<file path="config.mk">
export PLATFORM = sky130hd
export DESIGN_NAME = scan_desc_check
export DESIGN_NICKNAME = d
export VERILOG_FILES = /design/src/rtl/scan_chk_pkg.sv /design/src/rtl/scan_dtype_gate.sv /design/src/rtl/scan_class_dtype.sv /design/src/rtl/scan_oper_gate.sv /design/src/rtl/scan_desc_check.sv
export SDC_FILE = /design/constraint.sdc
export NUM_CORES = 1
export LEC_CHECK = 0
export BUFFER_PORTS_ARGS = -buffer_cell sky130_fd_sc_hd__clkbuf_2
export CORE_AREA = 2 2 204 206
export DETAILED_ROUTE_END_ITERATION = 10
export DIE_AREA = 0 0 206 208
export HOLD_SLACK_MARGIN = 0.15
export SYNTH_ARGS = -nofsm -noshare
export SYNTH_HDL_FRONTEND = slang
export SYNTH_SLANG_ARGS = --single-unit
</file>
<file path="constraint.sdc">
create_clock -name clk -period 0.8 [get_ports clk]
set_input_delay 0.08 -clock clk [delete_from_list [all_inputs] [get_ports clk]]
set_output_delay 0.08 -clock clk [all_outputs]
set_load 0.01 [all_outputs]
</file>
<file path="src/rtl/scan_chk_pkg.sv">
`timescale 1ns/1ps
package scan_chk_pkg;
    localparam int DESC_BYTES = 64;
    localparam int DESC_W     = DESC_BYTES * 8;

    localparam int OFF_OPC    = 0;
    localparam int OFF_DTIN   = 32;
    localparam int OFF_DTOUT  = 33;
    localparam int OFF_LANES  = 34;
    localparam int OFF_NEG    = 35;
    localparam int OFF_OPER   = 36;
    localparam int OFF_AXIS   = 37;
    localparam int OFF_MASK   = 38;
    localparam int OFF_RSV    = 39;
    localparam int RSV_BYTES  = 5;

    localparam logic [7:0] OPC_ARITH = 8'h4E;
    localparam logic [7:0] OPC_BITW  = 8'h5E;
    localparam logic [7:0] OPER_LSR  = 8'h24;
    localparam logic [7:0] DT_I32    = 8'h08;
    localparam int         MAX_LANES = 128;
    localparam int         AXIS_CNT  = 4;

    typedef enum logic [2:0] {
        CAUSE_NONE  = 3'd0,
        CAUSE_OPC   = 3'd1,
        CAUSE_ZERO  = 3'd2,
        CAUSE_DTYPE = 3'd3,
        CAUSE_OPER  = 3'd4,
        CAUSE_LANES = 3'd5,
        CAUSE_AXIS  = 3'd6
    } cause_e;

    typedef struct packed {
        logic   accept;
        cause_e cause;
    } verdict_t;
endpackage

</file>
<file path="src/rtl/scan_dtype_gate.sv">
`timescale 1ns/1ps
module scan_dtype_gate #(
    parameter bit ALLOW_OUT_ONLY = 1'b0
) (
    input  logic [7:0] code,
    output logic       ok
);
    always_comb begin
        ok = (code >= 8'h02) && (code <= 8'h0F) && (code != 8'h0C);
        if (!ALLOW_OUT_ONLY && code == 8'h0B) ok = 1'b0;
    end
endmodule

</file>
<file path="src/rtl/scan_class_dtype.sv">
`timescale 1ns/1ps
module scan_class_dtype (
    input  logic       is_bitw,
    input  logic [7:0] dt_in,
    input  logic [7:0] dt_out,
    output logic       ok
);
    logic narrow_ok;
    always_comb begin
        narrow_ok = (dt_in == dt_out) &&
                    (dt_in == 8'h03 || dt_in == 8'h05 ||
                     dt_in == 8'h08 || dt_in == 8'h09);
        ok = !is_bitw || narrow_ok;
    end
endmodule

</file>
<file path="src/rtl/scan_oper_gate.sv">
`timescale 1ns/1ps
module scan_oper_gate
    import scan_chk_pkg::*;
(
    input  logic       is_bitw,
    input  logic [7:0] oper,
    input  logic [7:0] dt_in,
    output logic       ok
);
    logic arith_ok;
    logic bitw_ok;
    always_comb begin
        arith_ok = ((oper <= 8'h19) && (oper != 8'h07)) ||
                   (oper == 8'h1D) ||
                   ((oper >= 8'hC4) && (oper <= 8'hC8));
        bitw_ok  = (oper == 8'h00) || (oper == 8'h1C) ||
                   ((oper >= 8'h20) && (oper <= 8'h27));
        if (oper == OPER_LSR && dt_in != DT_I32) bitw_ok = 1'b0;
        ok = is_bitw ? bitw_ok : arith_ok;
    end
endmodule

</file>
<file path="src/rtl/scan_desc_check.sv">
`timescale 1ns/1ps
module scan_desc_check
    import scan_chk_pkg::*;
(
    input  logic              clk,
    input  logic              rst_n,
    input  logic              desc_valid,
    input  logic [DESC_W-1:0] desc_data,
    output logic              accept,
    output logic [2:0]        err_code
);
    function automatic logic [7:0] byte_at(input logic [DESC_W-1:0] d, input int idx);
        return d[idx*8 +: 8];
    endfunction

    logic [7:0] opc, dt_in, dt_out, lanes, neg, oper, axis, mask;
    logic       is_bitw, opc_ok, zero_ok, lanes_ok, axis_ok;
    logic [RSV_BYTES-1:0] rsv_clean;
    logic [1:0] dt_gen_ok;
    logic       dt_cls_ok, oper_ok;

    always_comb begin
        opc    = byte_at(desc_data, OFF_OPC);
        dt_in  = byte_at(desc_data, OFF_DTIN);
        dt_out = byte_at(desc_data, OFF_DTOUT);
        lanes  = byte_at(desc_data, OFF_LANES);
        neg    = byte_at(desc_data, OFF_NEG);
        oper   = byte_at(desc_data, OFF_OPER);
        axis   = byte_at(desc_data, OFF_AXIS);
        mask   = byte_at(desc_data, OFF_MASK);
    end

    generate
        for (genvar g = 0; g < RSV_BYTES; g++) begin : g_rsv
            assign rsv_clean[g] = (desc_data[(OFF_RSV+g)*8 +: 8] == 8'h00);
        end
        for (genvar s = 0; s < 2; s++) begin : g_dt
            scan_dtype_gate #(.ALLOW_OUT_ONLY(s == 1)) u_gate (
                .code (s == 0 ? dt_in : dt_out),
                .ok   (dt_gen_ok[s])
            );
        end
    endgenerate

    always_comb begin
        opc_ok   = (opc == OPC_ARITH) || (opc == OPC_BITW);
        is_bitw  = (opc == OPC_BITW);
        zero_ok  = (neg == 8'h00) && (mask == 8'h00) && (&rsv_clean);
        lanes_ok = (lanes != 8'h00) && (int'(lanes) <= MAX_LANES);
        axis_ok  = (int'(axis) < AXIS_CNT);
    end

    scan_class_dtype u_cls (
        .is_bitw (is_bitw),
        .dt_in   (dt_in),
        .dt_out  (dt_out),
        .ok      (dt_cls_ok)
    );

    scan_oper_gate u_oper (
        .is_bitw (is_bitw),
        .oper    (oper),
        .dt_in   (dt_in),
        .ok      (oper_ok)
    );

    verdict_t v_d, v_q;

    always_comb begin
        v_d = v_q;
        if (desc_valid) begin
            if (!opc_ok)                      v_d.cause = CAUSE_OPC;
            else if (!zero_ok)                v_d.cause = CAUSE_ZERO;
            else if (!(&dt_gen_ok) || !dt_cls_ok) v_d.cause = CAUSE_DTYPE;
            else if (!oper_ok)                v_d.cause = CAUSE_OPER;
            else if (!lanes_ok)               v_d.cause = CAUSE_LANES;
            else if (!axis_ok)                v_d.cause = CAUSE_AXIS;
            else                              v_d.cause = CAUSE_NONE;
            v_d.accept = (v_d.cause == CAUSE_NONE);
        end
    end

    always_ff @(posedge clk or negedge rst_n) begin
        if (!rst_n) v_q <= '{accept: 1'b0, cause: CAUSE_NONE};
        else        v_q <= v_d;
    end

    assign accept   = v_q.accept;
    assign err_code = v_q.cause;

    // outputs stay put while no strobe is present
    a_r11_hold: assert property (@(posedge clk) disable iff (!rst_n)
        !desc_valid |=> $stable(accept) && $stable(err_code));

    // an accepted descriptor never carries a cause
    a_r11_accept_clean: assert property (@(posedge clk) disable iff (!rst_n)
        accept |-> err_code == 3'd0);

    // a foreign opcode is refused with the opcode cause
    a_r1_opcode: assert property (@(posedge clk) disable iff (!rst_n)
        desc_valid && desc_data[7:0] != OPC_ARITH && desc_data[7:0] != OPC_BITW
        |=> !accept && err_code == 3'd1);

    // a set negate byte on a known opcode yields the zero-field cause
    a_r2_negate: assert property (@(posedge clk) disable iff (!rst_n)
        desc_valid && (desc_data[7:0] == OPC_ARITH || desc_data[7:0] == OPC_BITW) &&
        desc_data[OFF_NEG*8 +: 8] != 8'h00
        |=> !accept && err_code == 3'd2);

    // a clean-looking descriptor with zero lanes can never be accepted
    a_r8_no_lanes: assert property (@(posedge clk) disable iff (!rst_n)
        desc_valid && desc_data[OFF_LANES*8 +: 8] == 8'h00 |=> !accept);
endmodule

</file>
Word-level counts from Yosys, hierarchy flattened:

Cells that the tools add are included.

* add/sub/neg operators: 0
* $mul: 0
* divide/modulo/power cells: 0
* magnitude comparators: 11
* eq/ne operators: 15
* shift operators: 0
* mux-type cells: 10
* bitwise gates (word level): 0
* reductions and logical operators: 37

Operators by type and width (count)
* zero test 8 bit: 8
* equality test 8 x 4 -> 1 bit (second input constant): 3
* != test 8 x 4 -> 1 bit (second input constant): 3
* two-way mux 3 bit: 7
* equality test 8 x 5 -> 1 bit (second input constant): 2
* equality test 8 x 7 -> 1 bit (second input constant): 2
* >= comparator 8 x 2 -> 1 bit (second input constant): 2
* less-or-equal comparator 8 x 4 -> 1 bit (second input constant): 2
* less-or-equal comparator 8 bit (second input constant): 2
* logical AND 1 bit: 12
* logical OR 1 bit: 10
* equality test 8 x 2 -> 1 bit (second input constant): 1
* equality test 8 x 3 -> 1 bit (second input constant): 1
* equality test 8 x 6 -> 1 bit (second input constant): 1
* equality test 8 bit: 1
* >= comparator 8 x 6 -> 1 bit (second input constant): 1
* >= comparator 8 bit (second input constant): 1
* less-or-equal comparator 8 x 5 -> 1 bit (second input constant): 1
* less-or-equal comparator 8 x 6 -> 1 bit (second input constant): 1
* < comparator 8 x 3 -> 1 bit (second input constant): 1
* != test 8 x 3 -> 1 bit (second input constant): 1
* nonzero test 8 bit: 1
* AND reduction 5 bit: 1
* zero test 1 bit: 3
* other kinds (3): 5

* register bits: 4
* latch bits: 0
* memory bits (writable): 0
* memory bits (read-only): 0
* input port bits: 515
* output and inout port bits: 4
* memories: 0

Depth between registers and ports, before layout:

Gate-level depths: netlist of run 1.

* depth in word-level cells: 13
* mapped depth: 6
* gate-level depth less buffers: 6

Hierarchy:

From an unflattened synthesis of run 1, not the netlist that was laid out.

* cell total of the unflattened synthesis: 104
* area total of the unflattened synthesis: 762.0 µm²

By module, submodules not included
* scan_desc_check: times used 1, cells an instance 57, area each 441.7 µm², seq. area each 100.1 µm²
* scan_oper_gate: times used 1, cells an instance 23, area each 140.1 µm², seq. area each 0.0 µm²
* scan_class_dtype: times used 1, cells an instance 14, area each 106.4 µm², seq. area each 0.0 µm²
* scan_dtype_gate (g_dt[0].u_gate): times used 1, cells an instance 6, area each 41.3 µm², seq. area each 0.0 µm²
* scan_dtype_gate (g_dt[1].u_gate): times used 1, cells an instance 4, area each 32.5 µm², seq. area each 0.0 µm²

Least setup slack after synthesis of run 1:

Ideal clock, no wire load.

* path kind: input -> register
* start point: input port desc_data[274]
* end point: register v_q, in the netlist err_code[0]
* library setup time: 0.127 ns
* arrival time: 1.276 ns
* data required time: 0.673 ns
* path slack: -0.603 ns
* stages on the path: 6
* buffers on the path: 0
* path through: or4_4 -> nor4_4 -> xnor2_1 -> nor3_1 -> nor3b_1 -> a21oi_1

* longest elaborated chain between the ends: 8
* elaborated cells between the ends (all ways): 9

RTL lines
* start, declared: line scan_desc_check.sv:8 `input logic [DESC_W-1:0] desc_data,`
* less-or-equal comparator 8 bit or nonzero test 8 bit (tied branches): line scan_desc_check.sv:49 `lanes_ok = (lanes != 8'h00) && (int'(lanes) <= MAX_LANES);`
* logical AND 1 bit *: line scan_desc_check.sv:49
* two-way mux 3 bit *: line scan_desc_check.sv:76 `else if (!lanes_ok) v_d.cause = CAUSE_LANES;`
* two-way mux 3 bit *: line scan_desc_check.sv:75 `else if (!oper_ok) v_d.cause = CAUSE_OPER;`
* two-way mux 3 bit *: line scan_desc_check.sv:74 `else if (!(&dt_gen_ok) || !dt_cls_ok) v_d.cause = CAUSE_DTYPE;`
* two-way mux 3 bit *: line scan_desc_check.sv:73 `else if (!zero_ok) v_d.cause = CAUSE_ZERO;`
* two-way mux 3 bit *: line scan_desc_check.sv:72 `if (!opc_ok) v_d.cause = CAUSE_OPC;`
* two-way mux 3 bit *: line scan_desc_check.sv:71 `if (desc_valid) begin`
* end signal, assigned: line scan_desc_check.sv:84 `if (!rst_n) v_q <= '{accept: 1'b0, cause: CAUSE_NONE};`
* end signal, assigned: line scan_desc_check.sv:85 `else v_q <= v_d;`
* end, declared: line scan_desc_check.sv:67 `verdict_t v_d, v_q;`

Every way passes the cells marked *; elsewhere a longest branch is shown, timed or not. The select of a mux whose other input is x is not followed.
A chain may end at the register's enable or synchronous reset.

Final worst setup path of run 1:

* start point: input port desc_data[335]
* end point: register v_q, in the netlist err_code[1]

* longest elaborated chain between the ends: 6

RTL lines
* zero test 8 bit: line scan_desc_check.sv:35 `assign rsv_clean[g] = (desc_data[(OFF_RSV+g)*8 +: 8] == 8'h00);`
* AND reduction 5 bit: line scan_desc_check.sv:48 `zero_ok = (neg == 8'h00) && (mask == 8'h00) && (&rsv_clean);`
* logical AND 1 bit: line scan_desc_check.sv:48
* two-way mux 3 bit: line scan_desc_check.sv:73
* two-way mux 3 bit: line scan_desc_check.sv:72
* two-way mux 3 bit: line scan_desc_check.sv:71

No other way between the ends. The select of a mux whose other input is x is not followed.

==> results of run 1 <==
==> tightest hold or removal path: cells and delay by family <==
kind                   cells  cell delay [ns]
AO/OA/AOI/OAI              1             0.06
buffers and inverters      2             0.22
==> registers in the layout, indices dropped and copies added (netlist names) <==
name,cells
err_code,3
accept,1
==> synth_stat cells, types with 3 or more instances <==
library cell  count
o22ai_1           4
nor3_1            4
nand2b_1          3
nand2_1           6
dfrtp_1           4
nor3b_1           3
o211ai_1          3
inv_1             6
nor2_1            3
xnor2_1           9
nand4_1           5
nor4_1           15
==> layout make-up <==
type                       instances  share of cell area
sequential                         4              0.0399
timing repair buffer             142               0.346
clock buffer                       3              0.0299
inverter                           6             0.00898
tap                              532               0.265
multi-input combinational         89               0.307
antenna                            2             0.00200
==> metal layers <==
layer / part of all wire / wire (um) / GRT usage
met5: 0.0040 / 27 / 0
met4: 0.0076 / 51 / 0.00517
met3: 0.14 / 958 / 0.0208
met2: 0.43 / 2900 / 0.0463
met1: 0.41 / 2740 / 0.0364
==> path summary, 6_finish.rpt <==
kind | start | to | slack (ns)
worst max register to register | accept$_DFFE_PN0P_ | accept$_DFFE_PN0P_ | 0.04
worst max-delay path | desc_data[335] | err_code[1]$_DFFE_PN0P_ | -0.61
worst min-delay path | desc_valid | accept$_DFFE_PN0P_ | 0.19
worst min register to register | err_code[0]$_DFFE_PN0P_ | err_code[0]$_DFFE_PN0P_ | 0.59
min in group asynchronous | rst_n | err_code[0]$_DFFE_PN0P_ | 0.26
max in group asynchronous | rst_n | err_code[2]$_DFFE_PN0P_ | 0.42
==> power groups by stage <==
| stage | combinational [mW] | sequential [mW] | clock (mW) |
|---|---|---|---|
| 2_1_floorplan | 0.140 | 0.208 | 0 |
| 3_3_place_gp | 0.551 | 0.207 | 0 |
| 3_5_place_dp | 0.563 | 0.207 | 0 |
| 4_1_cts | 0.589 | 0.205 | 0.789 |
| 5_1_grt | 0.681 | 0.205 | 0.807 |
| 6_report | 0.619 | 0.205 | 0.778 |
==> repair_timing <==
item / CTS / global route
endpoints found under the setup margin: 8 / 8
buffers inserted: 5 / 2
endpoints found under the hold margin: 4 / 0
resized for setup: 13 / 19
pin swaps: 8 / 8
hold buffers: 1 / 0
==> kinds of logic after synthesis <==
logic type / Yosys count
multiplexers: 2
XOR/XNOR: 10
AND/OR/NAND/NOR: 57
buffers and inverters: 6
AO/OA/AOI/OAI: 20
flip-flops: 4
==> metrics.md, run 1 <==
| Metric | Value |
|---|---|
| Outcome | `finished, violations left` |
| Violations in the final reports | `negative setup slack` |
| Area of the core | `approximately 41000 sq um` |
| Post-layout total power | `1.60 mW` |
| Shortest clock period the worst path allows after layout | `1.41 ns` |
| Nets in the synthesized netlist | `about 610` |
| Total global routing overflow | `0` |
| Net switching power figure | `0.400 mW` |
| Register bit count reported by yosys | `4` |
| Die outline height | `208 um` |
| Post-route worst setup slack | `-0.611 ns` |
| Initial antenna violation count | `5` |
| Fmax | `~0.71 GHz` |
| Sequential cell area | `100 sq um` |
| Cell at the slowest stage of the critical path | `nor4_1` |
| Cell area after technology mapping | `766 sq um` |
| Synth Area in XOR/XNOR | `0.114` |
| Largest family of logic cells by synthesized area | `simple AND/OR/NAND/NOR gates` |
| Data arrival at the endpoint of the critical path | `1.51 ns` |
| Critical path buffers and inverters | `3` |
| Clk sinks | `4` |
| Number of warning messages in the yosys log | `0` |
| Cell internal power dissipation | `1.20 mW` |
| Delay of the slowest cell on the worst path | `~0.29 ns` |
| Pins Over Slew Limit | `0` |
| Max-capacitance violation count | `0` |
| Largest cells by area after synthesis | `dfrtp_1 (13%), nor4_1 (12%), xnor2_1 (10%)` |
| Fraction of synthesized area in multiplexers | `0.0261` |
| Total placed cells including tap cells | `765` |
| RSZ-0062 raised after global routing | `true` |
| Final Instance Count excl. Fillers | `around 800` |
| Fraction of synthesized cell area taken by the top area cell type | `0.131` |
| Number of port buffers | `108` |
| Worst hold slack across all endpoints | `~0.19 ns` |
| Largest net degree at the start of global routing | `7` |
| Sequential share of power | `0.128` |
| Switching Share | `0.250` |
| Data required, critical path | `around 0.90 ns` |
| Layout Area Growth over Synthesis | `227%` |
| Worst slack after detailed placement | `-0.909 ns` |
| Number of global-route vias before repair | `1379` |
| Floorplan die area | `42800 sq um` |
| Share of the clock period used by the worst path | `1.76` |
| Mapped Avg Cell Area | `roughly 7.7 sq um` |
| Global-route wire length before repair | `8940 um` |
| Summed area of non-filler cells in the final layout | `2510 sq um` |
| Total GRT Usage | `0.0308` |
| Class of the tightest hold or removal check | `input pin to flip-flop` |
| First-pass iteration count of the detailed router | `4` |
| Effective utilization at floorplan | `0.0189` |
| Max IR drop VDD | `around 350 uV` |
| Setup violators final | `8` |
| Number of filler instances in the final layout | `just under 5000` |
| Layout cell share with drive strength beyond 1 | `0.680` |
| Post-synthesis adder-cell area fraction | `0` |
| CTS tree | `done` |
| HPWL after detailed placement | `roughly 6300 um` |
| Length in cells of the worst reg-to-reg path | `3` |
| CTS H-Tree Depth | `1` |
| Hold Path Cell Cnt | `3` |
| Most frequent cells in the layout | `clkbuf_2 (100), buf_4 (32), nor4_2 (9), xnor2_1 (8)` |
| Actual transition at the worst max-transition pin | `0.383 ns` |
| Synthesized instance count | `99` |
| Post-synthesis compound-gate area fraction | `0.208` |
| Routability congestion estimate from global placement | `0.670` |
| Utilization after layout | `0.0618` |
| Cells along the critical path | `clkbuf_2, nor4_1, buf_4, nand4_1, nor4_4, buf_4, o211ai_1, a31oi_1, o22ai_1` |
| Standby leakage power | `approximately 0.92 nW` |
| Worst-case clock buffer depth | `2` |
| Hold violation total from the final report | `0` |
| Pwr Density | `639 nW/um^2` |
| Clock latency on the worst-skew pair | `roughly 0.22 ns` |
| Detail-routed net length per standard cell | `8.58 um` |
| Area occupied by multi-input gates | `771 sq um` |
| CP most frequent cell | `buf_4` |
| IO Count | `519` |
| Via count | `1431` |
| Die span in x | `206 um` |
| Clock slew at reported path FFs | `0.03 ns` |
| Most used flip-flop cell after synthesis | `dfrtp_1` |
| Share of flip-flops with an asynchronous set or reset | `1.00` |
| Number of buffers created by CTS | `3` |
| Number of rows in the core area | `74` |
| Number of enable flip-flop cells after synthesis | `0` |
| Via density | `1.84` |
| Logic depth of the worst path, buffers included | `9` |
| CP Launch Type | `input pin` |
| Total Routed Length | `6680 um` |
| Final-layout setup total negative slack | `-2.45 ns` |
| Most frequent standard cell in the layout excluding fill and tap cells | `clkbuf_2` |
| ANT nets after route | `0` |
| Distinct cell type count after synthesis | `38` |
| Category of the critical setup timing path | `input pin to flip-flop` |
| Post-layout net count | `roughly 760` |
| Count of unresolved DRC violations after routing | `0` |
| Power share of the combinational group | `0.387` |
| Buffer type at the clock tree root | `clkbuf_16` |
| Clock network fraction of total power | `0.485` |
| Top cell type by total area after synthesis | `dfrtp_1` |
| Sequential area share after synthesis | `0.131` |
| Headroom to the max-slew limit | `0.744` |
| Post-place instance area | `roughly 2200 sq um` |
| Layout Skew | `0 ns` |
| Violation count after the first detailed-routing iteration | `21` |
| Kind of end point of the critical path | `flip-flop` |
| Simple logic cell fraction of the synthesized area | `0.492` |
| Top delay family on crit path | `simple AND/OR/NAND/NOR gates` |
| Worst-path fanout max | `3` |
No activity file was read; power rests on OpenSTA's default activity.
==> run 2: changes to the inputs <==
--- a/config.mk
+++ b/config.mk
@@ -10,6 +10,7 @@
 export DETAILED_ROUTE_END_ITERATION = 10
 export DIE_AREA = 0 0 206 208
 export HOLD_SLACK_MARGIN = 0.15
+export RECOVER_POWER = 100
 export SYNTH_ARGS = -nofsm -noshare
 export SYNTH_HDL_FRONTEND = slang
 export SYNTH_SLANG_ARGS = --single-unit
==> run 2 against run 1 <==
Critical endpoint unchanged. Fmax rose by 0.72%. Cell area barely moved. Register-to-register slack barely moved. Die area did not move. Sequential share of layout area barely moved. Power fell by 0.20%. Global-route usage did not move. Via count barely moved. The run still ends with negative setup slack left. Largest cell class unchanged. Critical path type unchanged. Combinational power barely moved.
==> metrics.md, run 2 (same netlist as run 1, synthesis figures left out) <==
| Metric | Value |
|---|---|
| Outcome | `finished, violations left` |
| Violations in the final reports | `negative setup slack` |
| Number of port buffers | `108 (unchanged)` |
| Clock latency on the worst-skew pair | `0.22 ns (about the same)` |
| Post-layout net count | `761 (unchanged)` |
| Post-place instance area | `2200 sq um (unchanged)` |
| CTS tree | `done` |
| Class of the tightest hold or removal check | `input pin to flip-flop` |
| Via density | `1.84 (about the same)` |
| Die span in x | `206 um (unchanged)` |
| Standby leakage power | `0.914 nW (-0.32%)` |
| Pins Over Slew Limit | `0 (unchanged)` |
| Total Routed Length | `6680 um (unchanged)` |
| Category of the critical setup timing path | `input pin to flip-flop` |
| Largest register FFs | `3 (unchanged)` |
| Area of the core | `40600 sq um (unchanged)` |
| Clock slew at reported path FFs | `0.03 ns (about the same)` |
| Detail-routed net length per standard cell | `8.58 um (unchanged)` |
| Post-route worst setup slack | `-0.601 ns (+0.0101 ns)` |
| Largest net degree at the start of global routing | `7 (unchanged)` |
| CP Launch Type | `input pin` |
| Data required, critical path | `0.90 ns (about the same)` |
| Layout Area Growth over Synthesis | `227% (about the same)` |
| Summed area of non-filler cells in the final layout | `2510 sq um (about the same)` |
| First-pass iteration count of the detailed router | `4 (unchanged)` |
| Share of the clock period used by the worst path | `1.75 (-0.0126)` |
| Initial antenna violation count | `5 (unchanged)` |
| Buffer type at the clock tree root | `clkbuf_16` |
| Violation count after the first detailed-routing iteration | `21 (unchanged)` |
| Worst-case clock buffer depth | `2 (unchanged)` |
| Total GRT Usage | `0.0308 (unchanged)` |
| Headroom to the max-slew limit | `0.747 (+0.00374)` |
| Effective utilization at floorplan | `0.0189 (unchanged)` |
| Worst slack after detailed placement | `-0.909 ns (unchanged)` |
| Via count | `1432 (+0.070%)` |
| Actual transition at the worst max-transition pin | `0.377 ns (-0.00558 ns)` |
| Layout Skew | `0 ns (unchanged)` |
| Routability congestion estimate from global placement | `0.670 (unchanged)` |
| RSZ-0062 raised after global routing | `true` |
| Global-route wire length before repair | `8940 um (unchanged)` |
| Shortest clock period the worst path allows after layout | `1.40 ns (-0.0101 ns)` |
| Layout cell share with drive strength beyond 1 | `0.676 (-0.00410)` |
| HPWL after detailed placement | `6290 um (unchanged)` |
| Max-capacitance violation count | `0 (unchanged)` |
| Setup violators final | `8 (unchanged)` |
| Number of rows in the core area | `74 (unchanged)` |
| Die outline height | `208 um (unchanged)` |
| Hold violation total from the final report | `0 (unchanged)` |
| Data arrival at the endpoint of the critical path | `1.50 ns (about the same)` |
| Most frequent standard cell in the layout excluding fill and tap cells | `clkbuf_2` |
| ANT nets after route | `0 (unchanged)` |
| Fmax | `0.714 GHz (+0.72%)` |
| Total global routing overflow | `0 (unchanged)` |
| Pwr Density | `638 nW/um^2 (-0.15%)` |
| CTS H-Tree Depth | `1 (unchanged)` |
| Count of unresolved DRC violations after routing | `0 (unchanged)` |
| Kind of end point of the critical path | `flip-flop` |
| Floorplan die area | `42800 sq um (unchanged)` |
| Number of buffers created by CTS | `3 (unchanged)` |
| Most frequent cells in the layout | `clkbuf_2 (99), buf_4 (32), nor4_2 (9), xnor2_1 (8)` |
| Number of global-route vias before repair | `1379 (unchanged)` |
| Clk sinks | `4 (unchanged)` |
| IO Count | `519 (unchanged)` |
| Max IR drop VDD | `351 uV (-0.77%)` |
| Worst-path fanout max | `3 (unchanged)` |
run 2: critical path, cell delays in order:
cell       delay, ns
buf_6           0.09
or4_4           0.55
a2111oi_4       0.38
o211ai_1        0.15
a31oi_1         0.16
o22ai_1         0.10
run 2: what timing repair did:
item | CTS | global route
hold buffers | 1 | 0
endpoints found under the setup margin | 8 | 8
buffers inserted | 5 | 2
pin swaps | 8 | 8
resized for setup | 13 | 19
hold endpoints to repair | 4 | 0
run 2: power breakdown:
part	internal, mW	leakage (nW)	switching (mW)	total [mW]
Sequential	0.205	0.0507	0.000634	0.205
Combinational	0.359	0.826	0.260	0.619
Clock	0.638	0.0370	0.137	0.775
Total	1.20	0.914	0.398	1.60
run 2: routing by layer:
metal | vias to the layer above | routed length [um] | GRT usage
met5 | - | 27 | 0
met4 | 4 | 50 | 0.00517
met3 | 9 | 961 | 0.0208
met2 | 93 | 2900 | 0.0463
met1 | 630 | 2730 | 0.0364
li1 | 696 | - | -
run 2: final timing paths:
| path | to | from | cells after the start | slack, ns |
|---|---|---|---|---|
| setup / recovery | err_code[1]$_DFFE_PN0P_ | desc_data[270] | 6 | -0.60 |
| hold / removal | accept$_DFFE_PN0P_ | desc_valid | 3 | 0.19 |
| setup reg to reg | accept$_DFFE_PN0P_ | accept$_DFFE_PN0P_ | 3 | 0.04 |
| hold reg to reg | err_code[0]$_DFFE_PN0P_ | err_code[0]$_DFFE_PN0P_ | 2 | 0.59 |
| max in group asynchronous | err_code[2]$_DFFE_PN0P_ | rst_n | 2 | 0.34 |
| min in group asynchronous | err_code[0]$_DFFE_PN0P_ | rst_n | 2 | 0.27 |
run 2: final cells by class:
cell class | instances | area (sq um)
tap | 532 | 666
sequential | 4 | 100
multi-input combinational | 89 | 771
clock buffer | 3 | 75.1
antenna | 2 | 5.00
timing repair buffer | 142 | 867
inverter | 6 | 22.5
fill | 4826 | 38000
run 2: metrics by stage:
stage / setup TNS (ns) / total power, mW / utilization / hold slack (ns) / instances
finish: -2.45 / 1.60 / 0.0618 / 0.194 / 778
detailed placement: -3.42 / 0.770 / 0.0542 / -0.105 / 765
global placement: -3.20 / 0.758 / 0.0542 / -0.109 / 765
global route: -3.01 / 1.69 / 0.0617 / 0.210 / 776
CTS: -2.58 / 1.58 / 0.0588 / 0.191 / 774
floorplan: -2.03 / 0.347 / - / -0.216 / 99
